--- src/rtl/chain_node_pkg.sv ---
package chain_node_pkg;
    typedef enum logic {
        MODE_MON = 1'b0,
        MODE_EVT = 1'b1
    } chain_mode_e;

    localparam int STRIP_N = 32;
    localparam int BOARD_W = 6;
    localparam int TAG_W   = 4;
    localparam int PTR_W   = 6;
    localparam int ADDR_W  = 4;
endpackage

--- src/rtl/chain_shifter.sv ---
module chain_shifter #(
    parameter int WORD_W = 48
) (
    input  logic              clk,
    input  logic              rst_n,
    input  logic              trig_i,
    input  logic [WORD_W-1:0] word_i,
    input  logic              step_i,
    input  logic              go_i,
    input  logic              ser_i,
    output logic              ser_o
);
    localparam int CNT_W = $clog2(WORD_W + 1);
    localparam logic [CNT_W-1:0] FULL = CNT_W'(WORD_W);

    typedef struct packed {
        logic [WORD_W-1:0] sh;
        logic [CNT_W-1:0]  cnt;
        logic              so;
    } shf_t;

    shf_t st_d, st_q;
    logic busy, cap;

    assign busy = (st_q.cnt != '0) && (st_q.cnt != FULL);
    assign cap  = trig_i && !busy;

    always_comb begin
        st_d = st_q;
        if (cap) begin
            st_d.sh  = word_i;
            st_d.cnt = '0;
            if (step_i) st_d.so = ser_i;
        end else if (step_i) begin
            if (go_i && st_q.cnt != FULL) begin
                st_d.so  = st_q.sh[WORD_W-1];
                st_d.sh  = {st_q.sh[WORD_W-2:0], 1'b0};
                st_d.cnt = st_q.cnt + 1'b1;
            end else begin
                st_d.so = ser_i;
            end
        end
    end

    always_ff @(posedge clk or negedge rst_n) begin
        if (!rst_n) begin
            st_q.sh  <= '0;
            st_q.cnt <= FULL;
            st_q.so  <= 1'b0;
        end else begin
            st_q <= st_d;
        end
    end

    assign ser_o = st_q.so;

    assert_cnt_bound_R4: assert property (@(posedge clk) disable iff (!rst_n)
        st_q.cnt <= FULL);
    assert_shift_adv_R4: assert property (@(posedge clk) disable iff (!rst_n)
        step_i && go_i && !trig_i && st_q.cnt != FULL |=> st_q.cnt == $past(st_q.cnt) + 1'b1);
    assert_pass_R5: assert property (@(posedge clk) disable iff (!rst_n)
        step_i && !go_i |=> ser_o == $past(ser_i));
    assert_trig_ignored_R6: assert property (@(posedge clk) disable iff (!rst_n)
        trig_i && busy && !step_i |=> $stable(st_q.sh) && $stable(st_q.cnt));
    assert_hold_R11: assert property (@(posedge clk) disable iff (!rst_n)
        !step_i |=> $stable(ser_o));
endmodule

--- src/rtl/mon_selector.sv ---
module mon_selector #(
    parameter int STRIPS = 32,
    parameter int PTR_W  = 6
) (
    input  logic              clk,
    input  logic              rst_n,
    input  logic              step_i,
    input  logic              mon_mode_i,
    input  logic              hit_i,
    input  logic              clr_i,
    input  logic [STRIPS-1:0] strip_i,
    output logic [PTR_W-1:0]  ptr_o,
    output logic              mon_o
);
    localparam int NSRC = 1 << PTR_W;
    localparam logic [PTR_W:0] LIM = (PTR_W + 1)'(STRIPS);

    typedef struct packed {
        logic [PTR_W-1:0] ptr;
        logic             en;
    } mon_t;

    mon_t st_d, st_q;
    logic [NSRC-1:0] src;

    generate
        if (NSRC > STRIPS) begin : g_pad
            assign src = {{(NSRC - STRIPS){1'b0}}, strip_i};
        end else begin : g_cut
            assign src = strip_i[NSRC-1:0];
        end
    endgenerate

    always_comb begin
        st_d = st_q;
        if (clr_i) begin
            st_d.ptr = '0;
            st_d.en  = 1'b0;
        end else if (step_i && mon_mode_i) begin
            if (hit_i) begin
                if (!st_q.en) st_d.en  = 1'b1;
                else          st_d.ptr = st_q.ptr + 1'b1;
            end else begin
                st_d.en = 1'b0;
            end
        end
    end

    always_ff @(posedge clk or negedge rst_n) begin
        if (!rst_n) begin
            st_q.ptr <= '0;
            st_q.en  <= 1'b0;
        end else begin
            st_q <= st_d;
        end
    end

    assign ptr_o = st_q.ptr;
    assign mon_o = st_q.en & src[st_q.ptr];

    assert_advance_R7: assert property (@(posedge clk) disable iff (!rst_n)
        step_i && mon_mode_i && hit_i && st_q.en && !clr_i |=> st_q.ptr == $past(st_q.ptr) + 1'b1);
    assert_arm_R7: assert property (@(posedge clk) disable iff (!rst_n)
        step_i && mon_mode_i && hit_i && !st_q.en && !clr_i |=> st_q.en && $stable(st_q.ptr));
    assert_clear_R8: assert property (@(posedge clk) disable iff (!rst_n)
        clr_i |=> st_q.ptr == '0 && !st_q.en);
    assert_range_R9: assert property (@(posedge clk) disable iff (!rst_n)
        {1'b0, st_q.ptr} >= LIM |-> !mon_o);
endmodule

--- src/rtl/chain_node.sv ---
module chain_node
    import chain_node_pkg::*;
#(
    parameter int STRIPS = STRIP_N,
    parameter int BRD_W  = BOARD_W,
    parameter int TG_W   = TAG_W,
    parameter int P_W    = PTR_W,
    parameter int A_W    = ADDR_W
) (
    input  logic              clk,
    input  logic              rst_n,
    input  logic [STRIPS-1:0] strip_i,
    input  logic [BRD_W-1:0]  board_i,
    input  logic [TG_W-1:0]   tag_i,
    input  logic [A_W-1:0]    node_num_i,
    input  logic              trig_i,
    input  logic [A_W-1:0]    addr_i,
    input  logic              mode_i,
    input  logic              step_i,
    input  logic              mon_clr_i,
    input  logic              ser_i,
    output logic              ser_o,
    output logic              mon_o
);
    localparam int WORD_W = BRD_W + TG_W + P_W + STRIPS;

    chain_mode_e      mode;
    logic             hit;
    logic [P_W-1:0]   ptr;
    logic [WORD_W-1:0] word;

    assign mode = chain_mode_e'(mode_i);
    assign hit  = (addr_i == node_num_i);
    assign word = {board_i, tag_i, ptr, strip_i};

    chain_shifter #(.WORD_W(WORD_W)) u_shift (
        .clk    (clk),
        .rst_n  (rst_n),
        .trig_i (trig_i),
        .word_i (word),
        .step_i (step_i),
        .go_i   (hit && mode == MODE_EVT),
        .ser_i  (ser_i),
        .ser_o  (ser_o)
    );

    mon_selector #(.STRIPS(STRIPS), .PTR_W(P_W)) u_mon (
        .clk        (clk),
        .rst_n      (rst_n),
        .step_i     (step_i),
        .mon_mode_i (mode == MODE_MON),
        .hit_i      (hit),
        .clr_i      (mon_clr_i),
        .strip_i    (strip_i),
        .ptr_o      (ptr),
        .mon_o      (mon_o)
    );
endmodule

--- config.mk ---
export PLATFORM = sky130hd
export DESIGN_NAME = chain_node
export DESIGN_NICKNAME = d
export VERILOG_FILES = /design/src/rtl/chain_node_pkg.sv /design/src/rtl/chain_shifter.sv /design/src/rtl/mon_selector.sv /design/src/rtl/chain_node.sv
export SDC_FILE = /design/constraint.sdc
export NUM_CORES = 1
export LEC_CHECK = 0
export BUFFER_PORTS_ARGS = -buffer_cell sky130_fd_sc_hd__clkbuf_2
export CORE_MARGIN = 3
export CORE_UTILIZATION = 56
export DETAILED_ROUTE_END_ITERATION = 7
export PLACE_DENSITY = 0.84
export SLEW_MARGIN = 20
export SYNTH_ARGS = -nofsm -noshare
export SYNTH_HDL_FRONTEND = slang
export SYNTH_HIERARCHICAL = 1
export SYNTH_SLANG_ARGS = --single-unit
--- constraint.sdc ---
create_clock -name clk -period 1.94 [get_ports clk]
set_input_delay 0.097 -clock clk [delete_from_list [all_inputs] [get_ports clk]]
set_output_delay 0.097 -clock clk [all_outputs]
set_load 0.02 [all_outputs]
==> results by group <==
Timing
  • Max-slew violations: 0
  • Fin crit share: 116%
  • Final Hold Viols: 0
  • Worst Tran Pin Value: 372 ps
  • Tmin final: between 2000 and 2500 ps
  • Max Freq: 0.444 GHz
  • Max-slew headroom: approximately 75%
  • Max Clock Skew: between 9 and 10 ps
  • RSZ-0062 raised after global routing: yes
  • Setup-failing EPs final: 1
  • Final WS setup: -310 ps
  • WHS: 21.2 ps

Floorplan
  • Core Area: 5640 um2
  • Core Rows: 27
  • Die Ht: approximately 83 um
  • DIE WIDTH: between 80 and 90 um
  • I/O pins: 59
  • Die area: 6900 um2
  • Initial Util: between 50 and 60%

Power and ir drop
  • Net switching power: between 0.0007 and 0.0008 W
  • P_int: around 0.0023 W
  • Peak VDD IR: roughly 0.48 mV
  • P per Cell Area: 691 nW/um2
  • Leak: about 1.9 nW
  • Clock group share of total power: 37.8%
  • Gate power share: 14.4%
  • Switching portion of total power: between 20 and 30%
  • Flop pwr share: roughly 48%

Detailed routing
  • ANT nets after route: 0
  • DR vias: about 2800
  • WL final: 8610 um
  • DRC viols: 0
  • DRT iter0 DRCs: approximately 330
  • Routed wire per std cell: around 18 um
  • Initial DRT Pass Iterations: 4
  • Via/cell ratio: 5.79

Worst setup path
  • Crit start category: flop
  • Crit path DAT: around 2200 ps
  • CP Class: reg -> out
  • Biggest fanout along the worst timing path: 4
  • Worst Path Required: roughly 1800 ps
  • Critical path endpoint category: output pin
  • Reg2Reg Depth: 7

Clock network
  • Reg clk slew, reported paths: 70 ps
  • CTS Root Cell: clkbuf_8
  • Clock Latency Late Sink: approximately 340 ps
  • H-tree depth: 3
  • Sink Count: 62
  • Clk buf depth: 2
  • CTS tree: yes
  • Cts bufs inserted: 9

Placement
  • GPL Wtd Cong: between 0.8 and 0.9
  • Placed instance count: 432
  • Dpl hpwl: around 4900 um
  • Placed cell areas: between 3000 and 4000 um2
  • Port-buffer cells: 58

Finish
  • Synth-to-layout area growth: 32.1%
  • Post-route cell area: 4390 um2
  • Ratio of cells with drive above 1 in the final layout: approximately 27%
  • N_diodes: 0
  • Non-Filler Instances: 487
  • Fin nets: between 400 and 500

Logic synthesis
  • Seq cells post-synth: 62
  • Syn nets: 375
  • Synth Instances: between 300 and 400
  • Mapped Area: 3330 um2
  • Synth cell types: 35
  • Post-synthesis sequential area ratio: 46.7%
  • Yosys Warn Count: 6
  • Avg Cell Area, Syn: ~11 um2

Flow run
  • Max_cap viols: 0

Global routing
  • Largest net degree at the start of global routing: between 60 and 70
  • Grt ovf: 0
  • Initial antenna violation count: 0
  • Total track usage: between 20% and 30%
  • Vias in the first global route: between 2000 and 3000
  • First-pass GRT wire length: 14000 um

Min path
  • Hold Crit Depth: 3
  • Worst Hold Class: in -> reg

Status
  • Failing checks: negative setup slack
  • Status: finished with violations
[critical path: stages, from the launching register on]
cell	delay, ps
dfrtp_1	410
buf_6	140
buf_12	110
mux4_1	540
mux2i_1	180
mux2_4	190
a211oi_2	60
buf_4	180
[layout by cell type, fill, tap and decap left out, types with 3 or more instances in the layout]
cell type | Yosys | final
mux4_2 | 1 | 7
dlygate4sd3_1 | 0 | 35
nor2_1 | 11 | 11
buf_12 | 0 | 8
xnor2_1 | 6 | 6
inv_1 | 7 | 7
mux2i_1 | 51 | 50
clkbuf_2 | 0 | 57
clkbuf_8 | 0 | 11
o21ai_1 | 50 | 50
buf_4 | 9 | 11
nand2_1 | 54 | 54
dfrtp_1 | 60 | 58
ha_1 | 3 | 3
nand3_1 | 6 | 6
xor2_1 | 8 | 8
[synth_stat cells (all sizes together)]
cell      n  area [um2]
xor2      8        70.1
o21ai    51         255
a2111oi   1        8.76
dfrtp    60        1500
or3b      1        8.76
a21oi     1        5.00
nand2    54         203
nand4     2        12.5
xnor2     6        52.6
inv       7        26.3
and2      1        6.26
mux4      8         206
nor2     11        41.3
buf      19         136
nor4      1        12.5
and3      4        31.3
nand3     6        30.0
nor2b     1        6.26
a211oi    1        7.51
and4      1        8.76
nor3b     1        12.5
o311ai    1        8.76
mux2i    51         510
mux2      2        22.5
ha        3        37.5
a31oi     2        12.5
dfstp     2        52.6
clkbuf    8        30.0
a31o      1        8.76
[metrics by stage]
| stage | util [%] | setup TNS, ps | power (W) | worst slack [ps] |
|---|---|---|---|---|
| 2_1_floorplan | - | 0 | 0.00164 | 97.2 |
| 3_3_place_gp | 66.2 | 0 | 0.00179 | 54.6 |
| 3_5_place_dp | 66.2 | -4.95 | 0.00181 | -4.95 |
| 4_1_cts | 77.0 | -310 | 0.00298 | -310 |
| 5_1_grt | 77.9 | -381 | 0.00317 | -381 |
| 6_report | 77.9 | -310 | 0.00303 | -310 |
[registers in the layout, summed over array words and instances, names as in the netlist]
register and flops:
u_shift/ser_o 1, u_shift/st_q 54, u_mon/st_q 1, u_mon/ptr_o 6
[kinds of logic after synthesis]
logic type / count (synthesis) / synth area share [%]
AO/OA/AOI/OAI: 58 / 9.22
XOR/XNOR: 14 / 3.69
adder cells (fa/ha/maj): 3 / 1.13
buffers and inverters: 34 / 5.79
flip-flops: 62 / 46.7
multiplexers: 61 / 22.2
AND/OR/NAND/NOR: 83 / 11.2
[metal layers]
layer  vias up  track usage [%]  routed length (um)
met5         -                0                   0
met4         0             15.9                 297
met3        29             4.96                 543
met2       131             41.3                4340
met1      1376             31.2                3430
li1       1285                -                   -
[what timing repair did]
item | in CTS | in global routing
hold buffers | 35 | 0
pin swaps | 2 | 4
gates resized for setup | 11 | 11
gates cloned | 0 | 0
hold endpoints to repair | 94 | 0
endpoints found under the setup margin | 1 | 47
buffers inserted | 3 | 3
[cell type report]
cell class              instances  area [um2]
well taps                      72        90.1
clock inverters                 1        30.0
multi-input cells             219        1630
repair buffers                113         901
fillers                       309        1250
flip-flops and latches         62        1560
inverters                       7        26.3
clock buffers                  13         159
[worst paths after layout]
kind,start,end,slack (ps)
worst min-delay path,strip_i[30],u_shift/st_q[37],20
worst max-delay path,u_mon/ptr_o[0],mon_o,-310
worst min register to register,u_mon/ptr_o[5],u_shift/st_q[44],520
max in group asynchronous,rst_n,u_shift/st_q[5],1320
worst max register to register,u_shift/st_q[1],u_shift/st_q[18],150
min in group asynchronous,rst_n,u_shift/st_q[51],300
[power groups by stage]
| stage | clock network, W | registers (W) | logic [W] |
|---|---|---|---|
| after global routing | 0.00123 | 0.00146 | 0.000483 |
| after CTS | 0.00113 | 0.00144 | 0.000409 |
| after detailed placement | 0 | 0.00146 | 0.000350 |
| after floorplan | 0 | 0.00145 | 0.000195 |
| final | 0.00115 | 0.00145 | 0.000438 |
| after global placement | 0 | 0.00146 | 0.000337 |
Power figures use the tool's default switching activity.
